File: src/rtl/dbrk_match.sv
module dbrk_match #(
  parameter int AW  = 32,
  parameter int NBP = 2,
  localparam int IW = (NBP > 1) ? $clog2(NBP) : 1
) (
  input  logic           clk,
  input  logic           rst_n,
  input  logic           cfg_wr,
  input  logic           cfg_kind,
  input  logic [IW-1:0]  cfg_idx,
  input  logic [AW-1:0]  cfg_data,
  input  logic           acc_valid,
  input  logic [AW-1:0]  acc_addr,
  input  logic [2:0]     acc_size,
  input  logic           acc_write,
  input  logic           acc_fault,
  output logic [NBP-1:0] hit,
  output logic           hit_any
);

  logic [AW-1:0] bp_addr [NBP];
  logic [1:0]    bp_mode [NBP];
  logic [4:0]    span;
  logic [NBP-1:0] hit_d;

  always_comb begin
    case (acc_size)
      3'd0:    span = 5'd1;
      3'd1:    span = 5'd2;
      3'd2:    span = 5'd4;
      3'd3:    span = 5'd8;
      3'd4:    span = 5'd12;
      3'd5:    span = 5'd16;
      default: span = 5'd0;
    endcase
  end

  wire          size_ok = (span != 5'd0);
  wire [AW:0]   lo      = {1'b0, acc_addr};
  wire [AW:0]   hi      = lo + {{(AW-4){1'b0}}, span} - (AW+1)'(1);
  wire          live    = acc_valid && !acc_fault && size_ok;

  for (genvar i = 0; i < NBP; i++) begin : g_slot
    wire [AW:0] tgt  = {1'b0, bp_addr[i]};
    wire        qual = acc_write ? bp_mode[i][0] : bp_mode[i][1];
    assign hit_d[i] = live && qual && (tgt >= lo) && (tgt <= hi);

    always_ff @(posedge clk) begin
      if (!rst_n) begin
        bp_addr[i] <= '0;
        bp_mode[i] <= 2'b00;
      end else if (cfg_wr && cfg_idx == IW'(i)) begin
        if (cfg_kind) bp_mode[i] <= cfg_data[1:0];
        else          bp_addr[i] <= cfg_data;
      end
    end
  end

  always_ff @(posedge clk) begin
    if (!rst_n) hit <= '0;
    else        hit <= hit_d;
  end

  assign hit_any = |hit;

endmodule

File: config.mk
export PLATFORM = sky130hd
export DESIGN_NAME = dbrk_match
export DESIGN_NICKNAME = d
export VERILOG_FILES = /design/src/rtl/dbrk_match.sv
export SDC_FILE = /design/constraint.sdc
export NUM_CORES = 1
export LEC_CHECK = 0
export ABC_CLOCK_PERIOD_IN_PS = 5400
export BUFFER_PORTS_ARGS = -buffer_cell sky130_fd_sc_hd__buf_2
export CAP_MARGIN = 20
export CORE_ASPECT_RATIO = 1.5
export CORE_MARGIN = 2
export CORE_UTILIZATION = 55
export CTS_CLUSTER_SIZE = 25
export DETAILED_ROUTE_END_ITERATION = 8
export PLACE_DENSITY = 0.79
export SLEW_MARGIN = 10
export SYNTH_ARGS = -nofsm -noshare
export SYNTH_HDL_FRONTEND = slang
export SYNTH_SLANG_ARGS = --single-unit
File: constraint.sdc
create_clock -name clk -period 5.4 [get_ports clk]
set_input_delay 0.54 -clock clk [delete_from_list [all_inputs] [get_ports clk]]
set_output_delay 0.54 -clock clk [all_outputs]
set_load 0.02 [all_outputs]
# After elaboration in Yosys (flattened, before gate mapping)
# Memories as Yosys holds them, arrays and structs flattened.
# Cells that the tools add are included.
# classes
add_sub_neg,2
n_lt_le_gt_ge,4
eq_ne,5
muxes,22
bitwise_logic,5
n_reduce_logical,14
# ops
operator,count
$le A32 B33 Y1,2
$ge A32 B32 Y1,2
$mux W32,2
$add A32 B5 Y33,1
$sub A33 B1 Y33 const B,1
$pmux W5 S6,1
$mux W1,17
$logic_and A1 B1 Y1,10
$eq A3 B2 Y1 const B,2
$eq A3 B3 Y1 const B,2
$reduce_bool A5 Y1,1
$mux W2,2
$or A1 B1 Y1,4
$eq A3 B1 Y1 const B,1
$logic_not A3 Y1,1
$reduce_or A2 Y1,1
$logic_not A1 Y1,1
$not A1 Y1,1
# word_totals
register_bits,2
ramBits,68
input_bits,75
output_inout_bits,3
n_memories,2
# mem_list
name,words,word_bits,read_ports,rd_ports_with_merged_regs,write_ports,line,text
bp_addr,2,32,2,0,2,21,logic [AW-1:0] bp_addr [NBP];
bp_mode,2,2,2,0,2,22,logic [1:0] bp_mode [NBP];

# Depth between registers and ports, before layout
# logic_depth
depth_word,7
ltp_mapped,26
ltp_nobuf,25

# Least setup slack after synthesis
# No wires, ideal clock.
# synth_timing
path_type,input to register
start,in acc_size[2]
end,reg hit[1]
arrival_ns,5.427
slack_ns,-0.159
cell_stages,24
path_buffers,1
path_cell_list,clkbuf_1 or3b_2 ha_1 inv_1 ha_1 fa_1 a211oi_1 nor2_1 o31ai_4 nand3_1 or2_2 a31o_2 a21oi_1 xor2_1 ha_1 nand4_1 nor3_1 a2111o_1 o21ai_0 or3_1 a31o_2 maj3_1 o21ai_0 a311oi_1
# synth_between
elab_chain_cells,7
word_cells_on_any_way,15
cone_classes,add/sub: 2; order compare: 1; eq/ne: 5; mux: 1; reduce/logical: 6
# synth_lines
element,line,text
"start, declared",14,"input logic [2:0] acc_size,"
$eq A3 B3 Y1 (tied with other cells),27,case (acc_size)
$pmux W5 S6 (*),27,
"parallel branches: the longest is 4 deep, another holds $add A32 B5 Y33",-,
$logic_and A1 B1 Y1 (*),46,assign hit_d[i] = live && qual && (tgt >= lo) && (tgt <= hi);
"end signal, assigned",61,else hit <= hit_d;
"end, declared",17,"output logic [NBP-1:0] hit,"
# Every way passes the cells marked *.
# A chain may end at the register's enable or synchronous reset.

# Worst setup path in the final report
# Same ends and word-level chain as after synthesis.

==> results summary <==
The flow ran to the end, and the final reports show no timing, DRC or antenna violations. The worst setup path is launched from a primary input. The share of flip-flops with an asynchronous set or reset after synthesis came out at 0. Setup slack on the worst reg-to-reg path comes out at between 2000 and 3000 ps. The required time at the worst-slack endpoint is around 5600 ps. Synthesis produced a netlist whose cell count is 758. The cell area after synthesis came out at roughly 7200 sq um. The worst setup path is captured at a register. The overall routed net length is 18.7 mm. The number of failing hold endpoints at the final stage came out at 0. The number of warning messages in the yosys log is 0.

The number of nets in the synthesized netlist came out at just under 1,000. Max-cap violations in this run came to 0. The insertion delay to the later sink of the worst-skew pair came out at about 340 ps. The total number of H-tree levels is 3. The area share of xor/xnor cells in the synthesized design came out at 0.0385.

The worst pin sits at a relative slew slack of 0.538. The share of synthesized cell area in and, or, nand and nor gates is 0.170. The area fraction of the dominant cell type after synthesis is 0.282. The starting density of the core is 0.559. The final routed DRC violation total is 0. For this block, the initial DRC count from the detailed router was approximately 230. The pin count of the biggest net entering global routing came out at 33.

The number of antenna cells inserted came out at 0. Along the worst path, the maximum fanout reaches 3. The overall fraction of global-route tracks in use came out at 0.263. CTS placed an instance of sky130_fd_sc_hd__clkbuf_16 at the clock tree root.

The areal power density over the cells is about 250 nW/um^2. Setup repair after global routing left no endpoint under its margin. The clock-pin slew of the registers on the worst-case setup and hold paths is approximately 60 ps. The detailed-placement wirelength estimate is 15.0 mm.

The count of final setup violators is 0. Of the total synthesized cell area, the portion taken by full adders, half adders and majority gates is 0.280. The utilization of the core after routing came out at 0.639. The global-route congestion overflow total is 0. The most used flip-flop cell after synthesis is sky130_fd_sc_hd__edfxtp_1.

The worst clock skew is around 6.3 ps. After synthesis, the largest family of logic cells by area is adder cells. The area of the core is about 13,000 sq um. The post-synthesis to final-layout area growth is 14.3%. 78 I/O pins were placed. The mean cell area of the mapped netlist came out at 9.56 sq um. In this run the worst hold path is classified as primary input to register. After detailed routing, the average wire length per cell comes to between 15 and 20 um. The clock sink count came out at 70. The fraction of final layout cells sized beyond drive strength 1 is 0.158. The number of flip-flops and latches in the synthesized netlist is 70. The number of slew-limit violations in the final report came to 0.

The first-pass GRT wire length is slightly below 30 mm. The arrival time at the worst endpoint is between 5000 and 6000 ps. The number of global-route vias before repair came out at about 6,000. Counting I/O delays and the setup requirement, the final critical path takes 5140 ps.

The total via count in the routed design is between 6,000 and 7,000. VDD sags by at most approximately 0.18 mV. The transition time of the tightest slew-check pin is 675 ps. In this run the vertical extent of the chip is approximately 140 um. The final net count came out at 1,091. The maximum clock frequency came out at between 0.15 and 0.2 GHz. The fraction of the yosys area taken by sequential cells is 0.287. The number of optimization iterations in the first detailed-route pass is 5. The leading area contributor after synthesis is sky130_fd_sc_hd__edfxtp_1. The setup path with the least slack is of type primary input to register. In this run, distinct cell masters in the synthesized netlist total between 50 and 60. The clock passes through at most 2 buffers. The final critical-path share of the clock period is 0.952.

The number of synthesized flops with an enable pin came out at between 60 and 70. The initial antenna violation count came out at 0. The die outline area is roughly 14,000 sq um. The final RePlAce weighted congestion came out at 0.960.

Counting the fill cells in the layout gives 1,093. The share of synthesized area spent on multiplexers is 0.00414. The CTS tree is yes.

The number of input and output port buffers inserted is slightly below 80. The die outline width is 97.7 um. The quantity of hold-fixing buffers added after cts came out at 0.

The leakage power came out at roughly 0.004 uW. After synthesis, the cell types taking the most area are sky130_fd_sc_hd__edfxtp_1 28%, sky130_fd_sc_hd__ha_1 28%, sky130_fd_sc_hd__and2_1 5.6%, sky130_fd_sc_hd__a21oi_1 4.6%, sky130_fd_sc_hd__a21o_1 4.2%. TritonCTS created 9 clock buffers. The share of the synthesized area in compound gates (AO/OA/AOI/OAI) came out at 0.184. The final antenna-violating net count came out at 0.

The tightest hold margin came out at 481 ps. The floorplan has 51 rows. Using the TritonRoute via totals, the vias-per-cell ratio works out to ~6.
[what timing repair did]
| action | in CTS | in global routing |
|---|---|---|
| endpoints found under the setup margin | 0 | 1 |
| setup buffers | 0 | 3 |
| gates resized for setup | 0 | 2 |
[routing by layer]
layer / part of all wire / GRT usage / vias to the layer above
li1: - / - / 3010
met1: 0.38 / 0.271 / 2889
met2: 0.54 / 0.509 / 162
met3: 0.032 / 0.0358 / 58
met4: 0.051 / 0.143 / 0
met5: 0 / 0 / -
[flip-flops by register name, indices dropped and copies added, names as in the netlist]
name     cells
bp_addr     64
bp_mode      4
hit          2
[worst max-delay path, cell delays in order]
cell and delay [ps]:
sky130_fd_sc_hd__buf_2 110, sky130_fd_sc_hd__or3b_4 400, sky130_fd_sc_hd__ha_4 270, sky130_fd_sc_hd__inv_1 40
sky130_fd_sc_hd__ha_2 190, sky130_fd_sc_hd__fa_2 380, sky130_fd_sc_hd__a211oi_2 230, sky130_fd_sc_hd__nor2_2 90
sky130_fd_sc_hd__o31ai_4 180, sky130_fd_sc_hd__nand3_1 110, sky130_fd_sc_hd__or2_2 300, sky130_fd_sc_hd__a31o_2 260
sky130_fd_sc_hd__a21oi_2 140, sky130_fd_sc_hd__xor2_1 90, sky130_fd_sc_hd__ha_1 320, sky130_fd_sc_hd__nand4_1 120
sky130_fd_sc_hd__nor3_2 240, sky130_fd_sc_hd__a2111o_1 110, sky130_fd_sc_hd__o21ai_0 90, sky130_fd_sc_hd__or3_1 310
sky130_fd_sc_hd__a31o_2 250, sky130_fd_sc_hd__maj3_1 350, sky130_fd_sc_hd__o21ai_1 140, sky130_fd_sc_hd__a311oi_1 90
[power by group]
part | internal, uW | leakage, uW | switching [uW] | total (uW)
Combinational | 344 | 0.00319 | 440 | 784
Clock | 353 | 0.000133 | 239 | 592
Sequential | 639 | 0.000685 | 33.4 | 672
Total | 1340 | 0.00400 | 712 | 2050
[area by class of cell]
| class | count | area (sq um) | share of cell area |
|---|---|---|---|
| clock buffers | 9 | 225 | 0.0272 |
| clock inverters | 7 | 65.1 | 0.00785 |
| inverters | 61 | 229 | 0.0276 |
| multi-input cells | 619 | 4970 | 0.600 |
| flip-flops and latches | 70 | 2080 | 0.251 |
| well taps | 159 | 199 | 0.0240 |
| repair buffers | 94 | 513 | 0.0619 |
[through the flow]
step           setup TNS [ps]  instance area (sq um)  instances  worst slack, ps  power, uW
6_report                    0                   8280       1019              260       2050
5_1_grt                     0                   8280       1019             38.6       2170
4_1_cts                     0                   8250       1016              112       2040
3_5_place_dp             -211                   7960       1000             -211       1440
3_3_place_gp            -96.8                   7960       1000            -96.8       1420
2_1_floorplan               0                   7270        758             4.85       1210
[Yosys cell counts (all sizes together) (9+ instances only)]
library cell and n:
a21o 42, a21oi 66, and2 65, and4 9
edfxtp 68, ha 160, inv 61, nand2 38
nand2b 12, nand3 14, nand4 17, nor2 31
nor2b 14, o21ai 43, xnor2 14, xor2 17
[cell families after synthesis]
| kind of cell | after synthesis |
|---|---|
| adder cells (fa/ha/maj) | 162 |
| AO/OA/AOI/OAI | 202 |
| buffers and inverters | 69 |
| multiplexers | 3 |
| flip-flops | 70 |
| XOR/XNOR | 31 |
| AND/OR/NAND/NOR | 221 |
[worst paths after layout]
path | depth (start not counted) | from | to
setup / recovery | 24 | acc_size[2] | hit[1]
hold / removal | 2 | cfg_data[28] | bp_addr[1][28]
setup reg to reg | 11 | bp_addr[0][0] | hit[0]
hold reg to reg | 3 | bp_mode[1][1] | hit[1]
[layout by cell type, fill, tap and decap left out, drive strengths merged, types with 31 or more instances in the layout]
cell type  netlist  layout
o21ai           43      43
edfxtp          68      68
nor2            31      31
nand2           38      38
and2            65      65
a21oi           66      66
ha             160     160
a21o            42      42
buf              0      94
inv             61      61
Power figures use the tool's default switching activity.
